--- src/rtl/ssa_pkg.sv ---
package ssa_pkg;
   typedef logic [5:0] sense_code_t;

   localparam sense_code_t CODE_NONE = 6'b000000;

   // carry evaluation: fixed upper half, AND/OR select from incoming carry
   function automatic sense_code_t carry_code(input logic c);
      return {4'b1010, ~c, c};
   endfunction

   // sum evaluation: steered by incoming carry and the carry already formed
   function automatic sense_code_t sum_code(input logic ci, input logic co);
      return {ci, ~co, co, ~ci, ci, ~ci};
   endfunction
endpackage

--- src/rtl/ssa_majority.sv ---
module ssa_majority #(
   parameter int IN = 3
) (
   input  logic [IN-1:0] v,
   output logic          y
);
   if (IN < 3 || (IN % 2) == 0) begin : g_bad_in
      $error("ssa_majority: IN must be odd and at least 3");
   end

   if (IN == 3) begin : g_maj3
      assign y = (v[0] & v[1]) | (v[0] & v[2]) | (v[1] & v[2]);
   end else begin : g_majn
      assign y = ($countones(v) > (IN / 2));
   end
endmodule

--- src/rtl/ssa_sequencer.sv ---
module ssa_sequencer #(
   parameter int N  = 16,
   parameter int CW = $clog2(N + 2)
) (
   input  logic          clk,
   input  logic          rst,
   input  logic          start,
   input  logic          adv,
   output logic          busy,
   output logic [CW-1:0] cnt,
   output logic          load,
   output logic          step,
   output logic          done
);
   logic last;

   assign load = start && !busy;
   assign step = adv && busy;
   assign last = step && (cnt == CW'(N));

   always_ff @(posedge clk) begin
      if (rst) begin
         busy <= 1'b0;
         cnt  <= '0;
         done <= 1'b0;
      end else begin
         done <= last;
         if (load) begin
            busy <= 1'b1;
            cnt  <= '0;
         end else if (step) begin
            cnt <= cnt + CW'(1);
            if (last) busy <= 1'b0;
         end
      end
   end
endmodule

--- src/rtl/stage_serial_adder.sv ---
module stage_serial_adder #(
   parameter int N = 16
) (
   input  logic         clk,
   input  logic         rst,
   input  logic         start,
   input  logic         adv,
   input  logic [N-1:0] a_in,
   input  logic [N-1:0] b_in,
   input  logic         cin_in,
   output logic [N-1:0] sum_out,
   output logic         cout_out,
   output logic         done,
   output logic [5:0]   carry_ctl,
   output logic [5:0]   sum_ctl
);
   import ssa_pkg::*;

   localparam int CW = $clog2(N + 2);
   localparam int IW = (N > 1) ? $clog2(N) : 1;

   if (N < 1) begin : g_bad_n
      $error("stage_serial_adder: N must be at least 1");
   end

   logic          busy, load, step;
   logic [CW-1:0] cnt;
   logic [N-1:0]  a_q, b_q;
   logic          carry_q, pcin_q, pcout_q;
   logic          do_carry, do_sum;
   logic [IW-1:0] c_idx, s_idx;
   logic          cmaj, smaj;

   ssa_sequencer #(.N(N), .CW(CW)) u_seq (
      .clk(clk), .rst(rst), .start(start), .adv(adv),
      .busy(busy), .cnt(cnt), .load(load), .step(step), .done(done)
   );

   assign do_carry = busy && (cnt < CW'(N));
   assign do_sum   = busy && (cnt != '0);
   assign c_idx    = IW'(cnt);
   assign s_idx    = IW'(cnt - CW'(1));

   ssa_majority #(.IN(3)) u_carry_maj (
      .v({a_q[c_idx], b_q[c_idx], carry_q}),
      .y(cmaj)
   );

   ssa_majority #(.IN(5)) u_sum_maj (
      .v({a_q[s_idx], b_q[s_idx], pcin_q, ~pcout_q, ~pcout_q}),
      .y(smaj)
   );

   always_ff @(posedge clk) begin
      if (rst) begin
         a_q      <= '0;
         b_q      <= '0;
         carry_q  <= 1'b0;
         pcin_q   <= 1'b0;
         pcout_q  <= 1'b0;
         sum_out  <= '0;
         cout_out <= 1'b0;
      end else if (load) begin
         a_q      <= a_in;
         b_q      <= b_in;
         carry_q  <= cin_in;
         pcin_q   <= 1'b0;
         pcout_q  <= 1'b0;
         sum_out  <= '0;
         cout_out <= 1'b0;
      end else if (step) begin
         if (do_carry) begin
            carry_q <= cmaj;
            pcin_q  <= carry_q;
            pcout_q <= cmaj;
            if (cnt == CW'(N - 1)) cout_out <= cmaj;
         end
         if (do_sum) sum_out[s_idx] <= smaj;
      end
   end

   assign carry_ctl = do_carry ? carry_code(carry_q)        : CODE_NONE;
   assign sum_ctl   = do_sum   ? sum_code(pcin_q, pcout_q)  : CODE_NONE;
endmodule

--- config.mk ---
export PLATFORM = sky130hd
export DESIGN_NAME = stage_serial_adder
export DESIGN_NICKNAME = d
export VERILOG_FILES = /design/src/rtl/ssa_pkg.sv /design/src/rtl/ssa_majority.sv /design/src/rtl/ssa_sequencer.sv /design/src/rtl/stage_serial_adder.sv
export SDC_FILE = /design/constraint.sdc
export NUM_CORES = 1
export LEC_CHECK = 0
export BUFFER_PORTS_ARGS = -buffer_cell sky130_fd_sc_hd__buf_4
export CORE_MARGIN = 1.5
export CORE_UTILIZATION = 59
export DETAILED_ROUTE_END_ITERATION = 8
export PLACE_DENSITY = 0.86
export SETUP_SLACK_MARGIN = 0.1
export SLEW_MARGIN = 20
export SYNTH_ARGS = -nofsm -noshare
export SYNTH_HDL_FRONTEND = slang
export SYNTH_SLANG_ARGS = --single-unit
--- constraint.sdc ---
create_clock -name clk -period 9.4 [get_ports clk]
set_clock_uncertainty 0.2 [all_clocks]
set_input_delay 0.47 -clock clk [delete_from_list [all_inputs] [get_ports clk]]
set_output_delay 0.47 -clock clk [all_outputs]
set_load 0.005 [all_outputs]
==> impl_results.md <==
* Status: finished clean
* Htree depth at 3
* Crit share post-route at 0.551
* Routed Antenna Nets at 0
* Die X at 75.5 um
* Layout cells sized above 1 at 0.253
* Initial core utilization at 0.611
* Setup violators final at 0
* Yosys warns at 0
* RSZ-0062 raised after global routing: false
* Clock transition at path regs at 0.07 ns
* Reg-to-Reg Start: u_seq.cnt[0]
* CP endpoint kind: flip-flop
* Top Layer Used: met4
* Row cnt at 26
* First-pass GRT wire length at 10.8 mm
* Core area at 5070 um^2
* Placed instance area at 3510 um^2
* Postcts setup bufs at 0
* Required time worst endpoint at 9.47 ns
* Largest net degree at the start of global routing at 37
* Slew Limit Headroom at 0.347
* Avg Synthesized Cell Area at 9.06 um^2
* R2R depth at 11
* Synth Instances at 342
* # fillers at 389
* Synth cell types at 37
* Hold_buf cts at 0
* Setup ws final at 4.22 ns
* Pre-CTS WS at 4.28 ns
* Area growth, synth to finish at 20.2%
* Commonest non-fill, non-tap cell in the layout: nand2_1
* Buffers on Ports at 64
* Final Cell Area at 3720 um^2
* Routability cong. at 0.838
* Residual DRC at 0
* Met1 wire length at 2.95 mm
* Crit start category: flip-flop
* Post-Route WL at 6.65 mm
* Main flop type after synthesis: dfxtp_1
* DR WL/cell at 14.4 um
* R2R setup slack at 4.22 ns
* Antenna cells at 0
* Post-CTS Resized at 0
* Dpl hpwl at 4.62 mm
* Vias/cell at 5.56
* Final TNS setup at 0 ns
* Area taken by multi-input logic gates at 1730 um^2
* Power per Cell Area at 156 nW/um^2
* CP Max Fanout at 19
* Worst-skew pair later-pin latency at 0.34 ns
* Worst EP arrival at 5.25 ns
* Total gr overflow at 0
* Clock Path Buffers at 2
* Synth Cell Area at 3100 um^2
* Most frequent CP cell: ha_1
* Pwr Total at 0.000582 W
* CP max stage cell: dfxtp_1
* # IOs at 67
* Worst-margin pin slew at 0.973 ns
* Clk sinks at 59
* Yosys reg bits at 59
* Commonest non-fill, non-tap cells in the layout: nand2_1 (75), buf_4 (65), dfxtp_1 (59), a21oi_1 (37), nor2_1 (27)
* Max stage delay on crit path at 0.93 ns
* Capture point of the worst path: sum_out[4]
* Die area at 5700 um^2
* Cell leakage power at 1.48 nW
* CTS tree: yes
* Min-delay worst type: input pin to flip-flop
* Die Y at 75.5 um
* Synth area leaders: dfxtp_1 (38%), nand2_1 (9.1%), mux4_2 (8.0%), a21oi_1 (6.0%), mux4_1 (5.9%)
* Reg area at 1180 um^2
* Max IR drop VDD at 0.000107 V
* Pre-antenna DRT Iters at 4
* Reg2Reg Capture Point: sum_out[4]
* DRC marker count from the first detailed-route iteration at 158
* Vias in the first global route at 2369
* Post-layout util at 0.734
* Yosys top cell area share at 0.381
* Post-layout nets at 434
* Ys async rst share at 0
* Max Cap Viol at 0
* Post-synth EDFFs at 0
* Final Max Slew Viols at 0
* Routed wl met2 at 3.22 mm
* Clock Root Buffer: clkbuf_8
* CP cell instances: inv_1 > ha_1 > mux4_2 > mux4_1 > ha_1 > ha_1 > inv_1 > fa_1 > o21ai_1 > mux2i_1 > nor2_1
* Tmin final at 5.18 ns
* Routed wl met3 at 312 um
* Post-synthesis sequential area ratio at 0.381
* Crit path kind: flip-flop to flip-flop
* Antenna violations before repair at 0
* Max Fclk at 0.193 GHz
* Final hold vios at 0
* Leading area contributor after synthesis: dfxtp_1
* Beginning of the critical path: u_seq.cnt[0]
* Gr usage total at 0.257
* Total CTS buffers at 9
* Vias at 2571
==> metal layers <==
layer,global-route usage,vias up
met2,0.420,86
li1,-,1265
met4,0.135,0
met1,0.322,1206
met5,0,-
met3,0.0529,14
==> flip-flops by register name, indices dropped and copies added (netlist names) <==
signal	cells
pcin_q	1
cout_out	1
pcout_q	1
a_q	16
carry_q	1
sum_out	16
u_seq.busy	1
u_seq.cnt	5
b_q	16
u_seq.done	1
==> synth_stat cells (3+ instances only) <==
cell / count
nand2_1: 75
dfxtp_1: 59
a21oi_1: 37
nor2_1: 27
nor3_1: 17
mux2i_1: 16
clkbuf_1: 15
mux4_2: 11
ha_1: 9
buf_4: 8
inv_1: 7
mux4_1: 7
and2_1: 5
buf_2: 4
nand3_2: 4
nor2b_1: 4
a211oi_1: 3
and3_1: 3
buf_1: 3
nand3_1: 3
xnor2_1: 3
xor2_1: 3
==> critical path, delay by kind of cell (launching register included) <==
| family | cells | cell delay, ns |
|---|---|---|
| AO/OA/AOI/OAI | 1 | 0.78 |
| adder cells (fa/ha/maj) | 4 | 1.51 |
| buffers and inverters | 2 | 0.28 |
| flip-flops | 1 | 0.93 |
| multiplexers | 3 | 1.26 |
| AND/OR/NAND/NOR | 1 | 0.15 |
==> cell families (layout without fill, tap and decap cells) <==
| family | count (synthesis) | count (layout) | synth area share |
|---|---|---|---|
| AOI/OAI and AO/OA | 49 | 49 | 0.0908 |
| xor gates and xnor gates | 7 | 7 | 0.0222 |
| adders and majority gates | 10 | 10 | 0.0428 |
| buffers and inverters | 39 | 88 | 0.0634 |
| DFF | 59 | 59 | 0.381 |
| muxes | 34 | 34 | 0.191 |
| other | 1 | 2 | 0.00121 |
| and+or+nand+nor | 143 | 143 | 0.208 |
==> area by class of cell <==
| type | instances | share of cell area |
|---|---|---|
| clock inverter | 5 | 0.0208 |
| tap | 70 | 0.0235 |
| sequential | 59 | 0.317 |
| timing repair buffer | 65 | 0.131 |
| clock buffer | 11 | 0.0353 |
| multi-input combinational | 245 | 0.465 |
| inverter | 7 | 0.00705 |
==> power by group <==
group | total [W] | switching [W] | internal (W)
sequential | 0.000268 | 0.00000892 | 0.000259
clock | 0.000246 | 0.0000976 | 0.000148
combinational | 0.0000675 | 0.0000356 | 0.0000320
total | 0.000582 | 0.000142 | 0.000439
==> stage by stage <==
stage          hold WS [ns]  std cells
3_3_place_gp          0.252        446
6_report              0.169        462
3_5_place_dp          0.262        446
4_1_cts               0.157        462
2_1_floorplan         0.241        343
5_1_grt               0.166        462
==> worst min path at each step <==
| stage | start | endpoint | slack, ns | cells after the start |
|---|---|---|---|---|
| final | a_in[9] | a_q[9] | 0.17 | 3 |
| after global placement | b_q[13] | b_q[13] | 0.25 | 2 |
| after detailed placement | b_q[7] | b_q[7] | 0.26 | 2 |
| after floorplan | a_q[5] | a_q[5] | 0.24 | 2 |
| after CTS | a_in[9] | a_q[9] | 0.16 | 3 |
| after global routing | b_in[8] | b_q[8] | 0.17 | 3 |
(Power assumes the default switching activity.)
